===== src/rtl/srs_pkg.sv =====
package srs_pkg;

    typedef enum logic [2:0] {
        ST_IDLE,
        ST_ENTER,
        ST_HOLD_MIN,
        ST_SLEEP,
        ST_WAIT_CLK,
        ST_EXIT_NOP,
        ST_DONE
    } srs_state_e;

    typedef struct packed {
        logic cs_n;
        logic ras_n;
        logic cas_n;
        logic we_n;
    } sdr_cmd_t;

    localparam sdr_cmd_t CMD_NOP = '{cs_n: 1'b0, ras_n: 1'b1, cas_n: 1'b1, we_n: 1'b1};
    localparam sdr_cmd_t CMD_REF = '{cs_n: 1'b0, ras_n: 1'b0, cas_n: 1'b0, we_n: 1'b1};

    typedef struct packed {
        logic     cke;
        sdr_cmd_t cmd;
        logic     sleep_ack;
        logic     wake_ack;
        logic     done;
        logic     catchup;
        logic     active;
    } srs_out_t;

    function automatic int unsigned max_u(input int unsigned a, input int unsigned b);
        return (a > b) ? a : b;
    endfunction

endpackage


===== src/rtl/srs_dwell_cnt.sv =====
module srs_dwell_cnt #(
    parameter int unsigned W = 4
) (
    input  logic         clk,
    input  logic         rst,
    input  logic         load,
    input  logic [W-1:0] load_val,
    output logic         zero
);
    logic [W-1:0] cnt;

    always_ff @(posedge clk) begin
        if (rst) begin
            cnt <= '0;
        end else if (load) begin
            cnt <= load_val;
        end else if (cnt != '0) begin
            cnt <= cnt - 1'b1;
        end
    end

    assign zero = (cnt == '0);
endmodule


===== src/rtl/srs_fsm.sv =====
module srs_fsm
    import srs_pkg::*;
#(
    parameter int unsigned W         = 4,
    parameter int unsigned HOLD_LOAD = 1,
    parameter int unsigned NOP_LOAD  = 1
) (
    input  srs_state_e   state,
    input  logic         sleep_req,
    input  logic         wake_seen,
    input  logic         clk_stable,
    input  logic         cnt_zero,
    output srs_state_e   nxt,
    output logic         load,
    output logic [W-1:0] load_val
);
    localparam logic [W-1:0] HOLD_V = W'(HOLD_LOAD);
    localparam logic [W-1:0] NOP_V  = W'(NOP_LOAD);

    always_comb begin
        nxt      = state;
        load     = 1'b0;
        load_val = '0;
        unique case (state)
            ST_IDLE:     if (sleep_req) nxt = ST_ENTER;
            ST_ENTER: begin
                nxt      = ST_HOLD_MIN;
                load     = 1'b1;
                load_val = HOLD_V;
            end
            ST_HOLD_MIN: if (cnt_zero) nxt = ST_SLEEP;
            ST_SLEEP:    if (wake_seen) nxt = ST_WAIT_CLK;
            ST_WAIT_CLK: begin
                if (clk_stable) begin
                    nxt      = ST_EXIT_NOP;
                    load     = 1'b1;
                    load_val = NOP_V;
                end
            end
            ST_EXIT_NOP: if (cnt_zero) nxt = ST_DONE;
            ST_DONE:     nxt = ST_IDLE;
            default:     nxt = ST_IDLE;
        endcase
    end
endmodule


===== src/rtl/srs_outdec.sv =====
module srs_outdec
    import srs_pkg::*;
(
    input  srs_state_e state,
    input  logic       wake_seen,
    output srs_out_t   o
);
    always_comb begin
        o           = '0;
        o.cke       = 1'b1;
        o.cmd       = CMD_NOP;
        o.active    = (state != ST_IDLE);
        unique case (state)
            ST_ENTER: begin
                o.cke       = 1'b0;
                o.cmd       = CMD_REF;
                o.sleep_ack = 1'b1;
            end
            ST_HOLD_MIN, ST_WAIT_CLK: o.cke = 1'b0;
            ST_SLEEP: begin
                o.cke      = 1'b0;
                o.wake_ack = wake_seen;
            end
            ST_DONE: begin
                o.done    = 1'b1;
                o.catchup = 1'b1;
            end
            default: ;
        endcase
    end
endmodule


===== src/rtl/srefresh_seq.sv =====
module srefresh_seq
    import srs_pkg::*;
#(
    parameter int unsigned T_RAS = 7,
    parameter int unsigned T_XSR = 3
) (
    input  logic       clk,
    input  logic       rst,
    input  logic       sleep_req,
    output logic       sleep_ack,
    input  logic       wake_req,
    output logic       wake_ack,
    input  logic       clk_stable,
    output logic       cke,
    output logic [3:0] cmd,
    output logic       seq_active,
    output logic       refresh_catchup,
    output logic       done
);
    localparam int unsigned NOP_CYC = max_u(T_XSR, 2);
    localparam int unsigned MAXC    = max_u(T_RAS, NOP_CYC);
    localparam int unsigned CW      = $clog2(MAXC + 1);

    srs_state_e    state, nxt;
    logic          wake_pend, wake_seen;
    logic          load, cnt_zero;
    logic [CW-1:0] load_val;
    srs_out_t      o;

    assign wake_seen = wake_req | wake_pend;

    always_ff @(posedge clk) begin
        if (rst) begin
            state     <= ST_IDLE;
            wake_pend <= 1'b0;
        end else begin
            state <= nxt;
            if (state == ST_ENTER || state == ST_HOLD_MIN)
                wake_pend <= wake_seen;
            else
                wake_pend <= 1'b0;
        end
    end

    srs_fsm #(
        .W(CW), .HOLD_LOAD(T_RAS - 2), .NOP_LOAD(NOP_CYC - 1)
    ) u_fsm (
        .state(state), .sleep_req(sleep_req), .wake_seen(wake_seen),
        .clk_stable(clk_stable), .cnt_zero(cnt_zero),
        .nxt(nxt), .load(load), .load_val(load_val)
    );

    srs_dwell_cnt #(.W(CW)) u_cnt (
        .clk(clk), .rst(rst), .load(load), .load_val(load_val), .zero(cnt_zero)
    );

    srs_outdec u_dec (.state(state), .wake_seen(wake_seen), .o(o));

    assign cke             = o.cke;
    assign cmd             = o.cmd;
    assign sleep_ack       = o.sleep_ack;
    assign wake_ack        = o.wake_ack;
    assign done            = o.done;
    assign refresh_catchup = o.catchup;
    assign seq_active      = o.active;
endmodule


===== config.mk =====
export PLATFORM = sky130hd
export DESIGN_NAME = srefresh_seq
export DESIGN_NICKNAME = d
export VERILOG_FILES = /design/src/rtl/srs_pkg.sv /design/src/rtl/srs_dwell_cnt.sv /design/src/rtl/srs_fsm.sv /design/src/rtl/srs_outdec.sv /design/src/rtl/srefresh_seq.sv
export SDC_FILE = /design/constraint.sdc
export NUM_CORES = 1
export LEC_CHECK = 0
export BUFFER_PORTS_ARGS = -buffer_cell sky130_fd_sc_hd__buf_4
export CAP_MARGIN = 10
export CORE_UTILIZATION = 41
export CTS_BUF_LIST = sky130_fd_sc_hd__clkbuf_4 sky130_fd_sc_hd__clkbuf_8
export DETAILED_ROUTE_END_ITERATION = 16
export GPL_ROUTABILITY_DRIVEN = 1
export PLACE_DENSITY = 0.68
export SETUP_SLACK_MARGIN = 0.1
export SYNTH_ARGS = -nofsm -noshare
export SYNTH_HDL_FRONTEND = slang
export SYNTH_HIERARCHICAL = 1
export SYNTH_SLANG_ARGS = --single-unit
export TNS_END_PERCENT = 5

===== constraint.sdc =====
create_clock -name clk -period 2.1 [get_ports clk]
set_clock_uncertainty 0.2 [all_clocks]
set_input_delay 0.21 -clock clk [delete_from_list [all_inputs] [get_ports clk]]
set_output_delay 0.21 -clock clk [all_outputs]
set_load 0.1 [all_outputs]

==> impl_metrics.json <==
{
  "critPathLaunchType": "flip-flop",
  "drv_cap": 0,
  "r2r_cells": 4,
  "clockRootBuffer": "clkbuf_4",
  "io_pins": 15,
  "grt_pass1_wl_mm": 1.59,
  "hold_path_end": "state[0]",
  "grt_overflow_total": 0,
  "routedWlPerCell_um": 10.0,
  "p_leak_nw": 0.312,
  "cts_buffers": 3,
  "fin_crit_sh": 0.930,
  "cts_tree": "yes",
  "place_area_um2": 632,
  "cts_sinks": 7,
  "maxSlewViolCount": 0,
  "viasPerCell": 4.89,
  "clk_latency_ps": 250,
  "path_cells": "or3b_2 > clkinvlp_4 > buf_6",
  "rrSetupSlack_ps": 340,
  "grt_pass1_vias": 385,
  "h-tree-depth": 1,
  "post_cts_buffers": 0,
  "critPathArrivalTime_ps": 1540,
  "drt_pass1_iterations": 4,
  "avgSynthCellArea_um2": 8.19,
  "antenna_cells": 0,
  "dpl.hpwl_um": 724,
  "gp_congestion": 0.743,
  "rsz0062_at_grt": "true",
  "vias": 460,
  "hold_depth": 4,
  "vdd_ir_drop_max_mv": 0.588,
  "post-route-drc-count": 0,
  "crit_path_top_delay_cell": "or3b_2",
  "hold_class": "in -> reg",
  "crit_family": "simple AND/OR/NAND/NOR gates",
  "setup_viol": 0,
  "syn-instance-count": 66,
  "status": "completed",
  "fin_setup_tns_ps": 0,
  "required_ps": 1690,
  "grt_max_degree": 11,
  "clockBufferDepth": 2,
  "worstHoldStart": "clk_stable",
  "io_buffers": 12,
  "die_w_um": 38.3,
  "hold_violations": 0,
  "power.total_mw": 0.824,
  "synth.distinct_cells": 29,
  "core.rowCount": 12,
  "syn-num-nets": 73,
  "track_usage": 0.165,
  "layout-drive-gt1-share": 0.375,
  "syn_area_um2": 541,
  "cp-end-kind": "output pin",
  "die-area_mm2": 0.00147,
  "seq_area_frac_synth": 0.259,
  "dpl_worst_slack_ps": 149,
  "ant_nets": 0,
  "final_area_um2": 676,
  "drt-total-wl_um": 940,
  "nets": 88,
  "synthToLayoutAreaGrowth_pct": 25.0,
  "r2r_start": "state[0]",
  "r2r_end": "u_cnt/cnt[1]",
  "synth_seq_cells": 7,
  "die_h_um": 38.3,
  "min_period_ps": 1950,
  "setup_ws_ps": 147,
  "path_max_fanout": 8,
  "fmax_ghz": 0.512,
  "path_buf_inv": 2,
  "start_util": 0.462,
  "powerDensity_mw_per_mm2": 1220,
  "antenna_found_initial": 0,
  "clk_pin_slew_ps": 50,
  "worstSetupPathType": "reg -> out",
  "yosysWarnings": 6,
  "core_area_mm2": 0.00117,
  "critPathMaxStageDelay_ps": 530,
  "drtIter0Drc": 6
}
-- metal layers --
layer	vias to the layer above	global-route usage	share of wire
met2	16	0.212	0.40
met5	-	0	0
met4	0	0.0268	0
li1	249	-	-
met3	0	0.105	0.067
met1	195	0.229	0.54
-- report_power, final --
| group | switching (mW) | internal [mW] | total, mW |
|---|---|---|---|
| Clock | 0.0455 | 0.0851 | 0.131 |
| Combinational | 0.317 | 0.173 | 0.490 |
| Sequential | 0.0338 | 0.169 | 0.203 |
-- layout by cell type (no fill, tap or decap), drive strengths merged, types with 2 or more instances in the layout --
cell type and count:
a2111oi 2, nor4b 2, dfxtp 7, clkbuf 4, inv 6, nand2 6
buf 15, nor2b 8, o21ai 2, or3b 2, nor2 5, ha 2
conb 2
-- worst max path at each step --
stage,end,start,cells after the start
2_1_floorplan,done,state[2],3
3_3_place_gp,u_cnt/cnt[1],state[0],4
3_5_place_dp,u_cnt/cnt[0],state[0],4
4_1_cts,u_cnt/cnt[0],state[0],4
5_1_grt,sleep_ack,state[0],3
6_report,sleep_ack,state[0],3
-- synth_stat cells --
cell type	count	area (um2)
or2_1	1	6.26
conb_1	2	7.51
o2111ai_1	1	8.76
a311oi_2	1	15.0
nor2_2	1	6.26
o21ai_0	2	10.0
ha_1	2	25.0
nor2b_1	8	50.1
nor4b_1	2	17.5
and4b_1	1	10.0
and2b_4	1	10.0
dfxtp_1	7	140
buf_6	1	11.3
nand2_1	6	22.5
and3_1	1	6.26
nand2b_1	1	6.26
or3b_1	2	17.5
a211oi_1	1	7.51
o22ai_1	1	6.26
a22oi_2	1	12.5
o211ai_2	1	12.5
or3_1	1	6.26
a2111oi_1	2	20.0
nand3_2	1	10.0
xor2_1	1	8.76
or2b_1	1	7.51
buf_4	5	37.5
inv_1	7	26.3
nor2_1	4	15.0
-- through the flow --
stage / hold slack [ps] / std cells / utilization
3_5_place_dp: 244 / 89 / 0.540
4_1_cts: 153 / 94 / 0.577
2_1_floorplan: 77.9 / 66 / -
6_report: 159 / 94 / 0.577
5_1_grt: 161 / 94 / 0.577
3_3_place_gp: 240 / 89 / 0.540
-- registers in the layout, indices dropped and copies added (netlist names) --
| name | flops |
|---|---|
| state | 3 |
| u_cnt/cnt | 3 |
| wake_pend | 1 |
-- logic make-up (layout without fill, tap and decap cells) --
kind of cell / count (synthesis) / in the layout / share of synthesized area
buf+inv: 13 / 27 / 0.139
other cells: 2 / 2 / 0.0139
fa+ha+maj: 2 / 2 / 0.0463
xor+xnor: 1 / 1 / 0.0162
compound gates: 10 / 10 / 0.171
flops: 7 / 7 / 0.259
simple gates: 31 / 31 / 0.354
-- layout make-up --
cell class,count,area (um2)
fillers,115,495
well taps,14,17.5
multi-input cells,46,332
inverters,7,30.0
flip-flops and latches,7,140
clock buffers,4,30.0
repair buffers,16,126
-- what timing repair did --
item	in CTS	in global routing
hold buffers	1	0
pin swaps	0	0
endpoints found under the hold margin	6	0
resized for setup	1	1
endpoints found under the setup margin	1	4
-- worst register-to-register path, stage by stage (launching register included) --
cell and delay (ps):
dfxtp_1 460, nand2_1 140, o21ai_1 390, nor2b_1 90
a2111oi_1 370
(Power assumes the default switching activity.)
